### src/rtl/adc_irq_pkg.sv
package adc_irq_pkg;

    // register offsets; software decodes these
    localparam int ADR_STATUS = 'h10;
    localparam int ADR_TYPE   = 'h11;
    localparam int ADR_POL_HI = 'h12;
    localparam int ADR_POL_LO = 'h13;
    localparam int ADR_EN_SET = 'h15;
    localparam int ADR_EN_CLR = 'h16;

    // source bit positions
    typedef enum int {
        SRC_EOC      = 0,
        SRC_FIFO     = 1,
        SRC_SEQ_TMO  = 2,
        SRC_THR_HIGH = 3,
        SRC_THR_LOW  = 4
    } src_idx_e;

endpackage

### src/rtl/adc_irq_src.sv
module adc_irq_src (
    input  logic clk,
    input  logic rst_n,
    input  logic evt_i,
    input  logic edge_i,
    input  logic hi_i,
    input  logic lo_i,
    input  logic en_i,
    input  logic clr_i,
    output logic lvl_o,
    output logic fire_o
);
    logic smp_now, smp_prev, pend_q;
    logic rise, fall, edge_hit, lvl_hit;

    always_ff @(posedge clk or negedge rst_n) begin
        if (!rst_n) begin
            smp_now  <= 1'b0;
            smp_prev <= 1'b0;
        end else begin
            smp_now  <= evt_i;
            smp_prev <= smp_now;
        end
    end

    assign rise     = smp_now & ~smp_prev;
    assign fall     = ~smp_now & smp_prev;
    assign edge_hit = edge_i & ((hi_i & rise) | (lo_i & fall));
    assign lvl_hit  = (hi_i & smp_now) | (lo_i & ~smp_now);

    always_ff @(posedge clk or negedge rst_n) begin
        if (!rst_n)
            pend_q <= 1'b0;
        else if (clr_i)
            pend_q <= 1'b0;
        else if (edge_hit && en_i)
            pend_q <= 1'b1;
    end

    assign lvl_o  = smp_now;
    assign fire_o = en_i & (edge_i ? pend_q : lvl_hit);

    AST_PEND_STICKY: assert property (@(posedge clk) disable iff (!rst_n)
        (pend_q && !clr_i) |=> pend_q);

    AST_PEND_CLEARS: assert property (@(posedge clk) disable iff (!rst_n)
        clr_i |=> !pend_q);

    AST_PEND_NEEDS_EN: assert property (@(posedge clk) disable iff (!rst_n)
        $rose(pend_q) |-> $past(en_i));

endmodule

### src/rtl/adc_irq_regs.sv
module adc_irq_regs
    import adc_irq_pkg::*;
#(
    parameter int NUM_SRC = 5,
    parameter int ADDR_W  = 8,
    parameter int DATA_W  = 8
) (
    input  logic               clk,
    input  logic               rst_n,
    input  logic               wr_en,
    input  logic [ADDR_W-1:0]  addr,
    input  logic [DATA_W-1:0]  wdata,
    output logic [DATA_W-1:0]  rdata,
    input  logic [NUM_SRC-1:0] lvl_i,
    output logic [NUM_SRC-1:0] type_o,
    output logic [NUM_SRC-1:0] pol_hi_o,
    output logic [NUM_SRC-1:0] pol_lo_o,
    output logic [NUM_SRC-1:0] en_o,
    output logic [NUM_SRC-1:0] clr_o
);
    logic [NUM_SRC-1:0] type_q, hi_q, lo_q, en_q;
    logic [NUM_SRC-1:0] wbits;
    logic hit_type, hit_hi, hit_lo, hit_set, hit_clr;

    assign wbits    = wdata[NUM_SRC-1:0];
    assign hit_type = wr_en && (addr == ADDR_W'(ADR_TYPE));
    assign hit_hi   = wr_en && (addr == ADDR_W'(ADR_POL_HI));
    assign hit_lo   = wr_en && (addr == ADDR_W'(ADR_POL_LO));
    assign hit_set  = wr_en && (addr == ADDR_W'(ADR_EN_SET));
    assign hit_clr  = wr_en && (addr == ADDR_W'(ADR_EN_CLR));

    always_ff @(posedge clk or negedge rst_n) begin
        if (!rst_n) begin
            type_q <= '0;
            hi_q   <= '0;
            lo_q   <= '0;
            en_q   <= '0;
        end else begin
            if (hit_type) type_q <= wbits;
            if (hit_hi)   hi_q   <= wbits;
            if (hit_lo)   lo_q   <= wbits;
            if (hit_set)       en_q <= en_q | wbits;
            else if (hit_clr)  en_q <= en_q & ~wbits;
        end
    end

    always_comb begin
        rdata = '0;
        case (addr)
            ADDR_W'(ADR_STATUS): rdata[NUM_SRC-1:0] = lvl_i;
            ADDR_W'(ADR_TYPE):   rdata[NUM_SRC-1:0] = type_q;
            ADDR_W'(ADR_POL_HI): rdata[NUM_SRC-1:0] = hi_q;
            ADDR_W'(ADR_POL_LO): rdata[NUM_SRC-1:0] = lo_q;
            ADDR_W'(ADR_EN_SET),
            ADDR_W'(ADR_EN_CLR): rdata[NUM_SRC-1:0] = en_q;
            default:             rdata = '0;
        endcase
    end

    assign type_o   = type_q;
    assign pol_hi_o = hi_q;
    assign pol_lo_o = lo_q;
    assign en_o     = en_q;
    assign clr_o    = hit_clr ? wbits : '0;

    AST_EN_SET_BITS: assert property (@(posedge clk) disable iff (!rst_n)
        hit_set |=> ((en_q & $past(wbits)) == $past(wbits)));

    AST_EN_SET_KEEP: assert property (@(posedge clk) disable iff (!rst_n)
        hit_set |=> ((en_q & ~$past(wbits)) == ($past(en_q) & ~$past(wbits))));

    AST_EN_CLR_BITS: assert property (@(posedge clk) disable iff (!rst_n)
        hit_clr |=> ((en_q & $past(wbits)) == '0));

endmodule

### src/rtl/adc_irq_ctrl.sv
module adc_irq_ctrl
    import adc_irq_pkg::*;
#(
    parameter int NUM_SRC = 5,
    parameter int ADDR_W  = 8,
    parameter int DATA_W  = 8
) (
    input  logic               clk,
    input  logic               rst_n,
    input  logic               reg_we,
    input  logic [ADDR_W-1:0]  reg_addr,
    input  logic [DATA_W-1:0]  reg_wdata,
    output logic [DATA_W-1:0]  reg_rdata,
    input  logic [NUM_SRC-1:0] evt_raw,
    output logic               irq_out
);
    logic [NUM_SRC-1:0] type_v, hi_v, lo_v, en_v, clr_v, lvl_v, fire_v;

    adc_irq_regs #(
        .NUM_SRC(NUM_SRC),
        .ADDR_W (ADDR_W),
        .DATA_W (DATA_W)
    ) u_regs (
        .clk     (clk),
        .rst_n   (rst_n),
        .wr_en   (reg_we),
        .addr    (reg_addr),
        .wdata   (reg_wdata),
        .rdata   (reg_rdata),
        .lvl_i   (lvl_v),
        .type_o  (type_v),
        .pol_hi_o(hi_v),
        .pol_lo_o(lo_v),
        .en_o    (en_v),
        .clr_o   (clr_v)
    );

    for (genvar g = 0; g < NUM_SRC; g++) begin : g_src
        adc_irq_src u_src (
            .clk   (clk),
            .rst_n (rst_n),
            .evt_i (evt_raw[g]),
            .edge_i(type_v[g]),
            .hi_i  (hi_v[g]),
            .lo_i  (lo_v[g]),
            .en_i  (en_v[g]),
            .clr_i (clr_v[g]),
            .lvl_o (lvl_v[g]),
            .fire_o(fire_v[g])
        );
    end

    assign irq_out = |fire_v;

    AST_IRQ_NEEDS_EN: assert property (@(posedge clk) disable iff (!rst_n)
        irq_out |-> (en_v != '0));

    AST_STATUS_SAMPLED: assert property (@(posedge clk) disable iff (!rst_n)
        (reg_addr == ADDR_W'(ADR_STATUS)) |=>
            (reg_rdata[NUM_SRC-1:0] == $past(evt_raw)) ||
            (reg_addr != ADDR_W'(ADR_STATUS)));

endmodule

### config.mk
export PLATFORM = sky130hd
export DESIGN_NAME = adc_irq_ctrl
export DESIGN_NICKNAME = d
export VERILOG_FILES = /design/src/rtl/adc_irq_pkg.sv /design/src/rtl/adc_irq_src.sv /design/src/rtl/adc_irq_regs.sv /design/src/rtl/adc_irq_ctrl.sv
export SDC_FILE = /design/constraint.sdc
export NUM_CORES = 1
export LEC_CHECK = 0
export BUFFER_PORTS_ARGS = -buffer_cell sky130_fd_sc_hd__buf_2
export CAP_MARGIN = 15
export CORE_MARGIN = 5
export CORE_UTILIZATION = 35
export CTS_CLUSTER_SIZE = 12
export DETAILED_ROUTE_END_ITERATION = 10
export GPL_TIMING_DRIVEN = 0
export SLEW_MARGIN = 5
export SYNTH_ARGS = -nofsm -noshare
export SYNTH_HDL_FRONTEND = slang
export SYNTH_SLANG_ARGS = --single-unit
### constraint.sdc
create_clock -name clk -period 6.8 [get_ports clk]
set_input_delay 1.36 -clock clk [delete_from_list [all_inputs] [get_ports clk]]
set_output_delay 1.36 -clock clk [all_outputs]
set_load 0.05 [all_outputs]
==> metrics.md <==
| Metric | Value |
|---|---|
| Nets | `between 200 and 250` |
| Area of the mapped netlist | `1720 µm²` |
| DR WL/cell | `between 15 and 20 µm` |
| Root Driver | `clkbuf_8` |
| RSZ-0062 raised after global routing | `no` |
| R2r worst-path depth | `4` |
| FF+latch count, synth | `35` |
| FF-to-FF Start | `g_src[2].u_src.lvl_o` |
| FF-to-FF End | `g_src[2].u_src.pend_q` |
| Via/cell ratio | `~5.3` |
| Required @ worst endpoint | `5440 ps` |
| Comb power frac | `0.100` |
| Vias in the first global route | `around 1,300` |
| Avg Cell Area, Syn | `~12 µm²` |
| Clk_lat worst skew | `280 ps` |
| Sequential share of power | `0.551` |
| Max Cap Viol | `0` |
| Tcrit/Tclk final | `0.661` |
| Hold-fix buffers at CTS | `0` |
| Delay of the slowest critical-path stage | `between 500 and 600 ps` |
| Die Wd | `~80 µm` |
| Final hold violation count | `0` |
| Final worst path period need | `4500 ps` |
| Sink Count | `35` |
| Crit Path Class | `in -> out` |
| Total negative setup slack | `0 ps` |
| Vert. Die Dim | `~80 µm` |
| GRT Resource Usage Total | `0.135` |
| Most frequent cell after synthesis | `dfrtp_1` |
| Yosys warnings | `0` |
| Syn Inst Count | `roughly 140` |
| Top-Level Pins | `33` |
| Initial antenna violation count | `0` |
| HPWL after DPL | `roughly 2900 µm` |
| Synth Flop Type | `dfrtp_1` |
| Post-DRT Antenna Nets | `0` |
| Clock Path Buffers | `2` |
| R2R setup slack | `between 5000 and 6000 ps` |
| Area grow syn2layout | `17.4%` |
| Port bufs | `25` |
| Non-filler cells, final | `between 200 and 250` |
| Pre-antenna DRT Iters | `4` |
| Seq/Total Area, Yosys | `0.508` |
| DR iter-0 viols | `a little over 80` |
| Gp weighted congestion | `~0.78` |
| DP Area | `~1900 µm²` |
| Post-CTS Setup Inserts | `0` |
| Min-Delay Path Class | `reg -> reg` |
| Clock Power Share | `0.349` |
| Worst path cell trace | `clkbuf_1 > clkbuf_1 > mux4_2 > a22o_1 > buf_2` |
| Worst-Margin Slew | `between 700 and 800 ps` |
| Slowest cell on crit path | `mux4_2` |
| Hold path endpoint | `g_src[2].u_src.smp_prev` |
| Power per cell area | `201 nW/µm²` |
| # diodes | `0` |
| CP Launch Type | `input pin` |
| Largest cells by area after synthesis | `dfrtp_1 51%, mux2_1 6.5%, mux4_2 6.5%, mux2_2 4.6%, a21oi_1 2.9%` |
| Number of synthesized flops with an enable pin | `0` |
| Setup violations, final | `0` |
| Yosys top cell area share | `0.508` |
| Routed wire length | `roughly 4000 µm` |
| First-pass GRT wire length | `approximately 6500 µm` |
| CTS Buf Count | `5` |
| Via count | `1,296` |
| Post-cts resize count | `0` |
| Ys async rst share | `1.00` |
| Maximum VDD drop | `0.104 mV` |
| Hold_sp | `g_src[2].u_src.lvl_o` |
| Cells after DPL | `approximately 240` |
| FP Rows | `25` |
| Worst-path fanout max | `10` |
| Finished Cell Area | `about 2000 µm²` |
| Share of layout cells above drive strength 1 | `0.298` |
| Max-slew violation count | `0` |
| Post-synth top cells | `35 x dfrtp_1, 13 x nand2_1, 10 x a21oi_1, 10 x mux2_1` |
| Largest net degree at the start of global routing | `36` |
| TritonCTS clock tree | `yes` |
| Count of unique library cells instantiated by Yosys | `30` |
| Hold-critical path depth | `0` |
| DRC | `0` |
| Status | `complete, no violations` |
| Worst clock skew | `6.66 ps` |
| Clock transition at path regs | `roughly 70 ps` |
| Die ar. | `approximately 6400 µm²` |
| Relative slew slack | `0.479` |
| H-Tree Depth | `2` |
| Initial Utilization | `0.362` |
| Worst EP arrival | `roughly 3100 ps` |
| Hold slack final | `423 ps` |
| Core area | `4750 µm²` |
| Int Pwr | `between 0.0003 and 0.0004 W` |
| CP most frequent cell | `clkbuf_1` |
| Lkg Pwr | `around 0.94 nW` |
| Sw frac | `0.252` |
| Post-synth top area cell | `dfrtp_1` |
| Peak Freq | `~220 MHz` |
| Total gr overflow | `0` |
| Sw power | `a little over 0.0001 W` |
| Crit end category | `output pin` |
-- worst max-delay path: cells and delay by family --
kind | cells | cell delay (ps)
buf+inv | 3 | 1030
mux | 1 | 570
compound gates | 1 | 190
-- per-stage QoR --
step                      setup slack (ps)  utilization  power, W
after global placement                2270        0.408  0.000268
after CTS                             2280        0.426  0.000413
final                                 2300        0.426  0.000407
after global routing                  2190        0.426  0.000430
after detailed placement              2260        0.408  0.000269
after floorplan                       2580            -  0.000251
-- layout make-up --
type / count / area (µm²)
inverter: 5 / 18.8
tap: 67 / 83.8
fill: 484 / 2730
clock buffer: 5 / 68.8
sequential: 35 / 876
timing repair buffer: 25 / 125
buffer: 8 / 48.8
multi-input combinational: 97 / 787
clock inverter: 3 / 15.0
-- logic make-up after synthesis --
family / count (synthesis) / synth area share
simple gates: 31 / 0.105
buf+inv: 13 / 0.0392
flops: 35 / 0.508
other cells: 1 / 0.00218
mux: 26 / 0.200
compound gates: 37 / 0.146
-- cell usage in the layout (no fill, tap or decap), drive strengths merged --
| master | n |
|---|---|
| nand3 | 4 |
| dfrtp | 35 |
| clkinv | 3 |
| o211a | 1 |
| or4b | 1 |
| a32o | 3 |
| and4 | 1 |
| nor2 | 2 |
| mux2 | 17 |
| a32oi | 1 |
| o41ai | 2 |
| a21oi | 10 |
| nand2 | 13 |
| and3 | 2 |
| nor2b | 2 |
| nor3 | 1 |
| clkbuf | 8 |
| conb | 3 |
| o22ai | 4 |
| inv | 5 |
| a22o | 5 |
| a22oi | 1 |
| o21ai | 3 |
| buf | 30 |
| a31oi | 7 |
| mux2i | 4 |
| nand4 | 1 |
| mux4 | 5 |
| nand3b | 2 |
| nand2b | 2 |
-- how the worst max path moves through the flow --
stage	cells past startpoint	startpoint	slack [ps]	endpoint
3_3_place_gp	5	reg_addr[0]	2270	reg_rdata[2]
5_1_grt	5	reg_addr[0]	2190	reg_rdata[4]
4_1_cts	5	reg_addr[0]	2280	reg_rdata[4]
2_1_floorplan	4	reg_addr[0]	2580	reg_rdata[2]
6_report	5	reg_addr[0]	2300	reg_rdata[4]
3_5_place_dp	5	reg_addr[0]	2260	reg_rdata[4]
-- power groups by stage --
stage / clock, W / sequential [W] / combinational [W]
floorplan: 0 / 0.000226 / 0.0000244
global placement: 0 / 0.000228 / 0.0000401
detailed placement: 0 / 0.000228 / 0.0000411
CTS: 0.000148 / 0.000224 / 0.0000413
global route: 0.000159 / 0.000225 / 0.0000453
finish: 0.000142 / 0.000224 / 0.0000407
-- routing by layer --
layer | part of all wire | GRT usage
met1 | 0.43 | 0.161
met5 | 0 | 0
met2 | 0.50 | 0.221
met4 | 0.018 | 0.0557
met3 | 0.054 | 0.0471
Note: power is estimated with default switching activity, not from simulation.
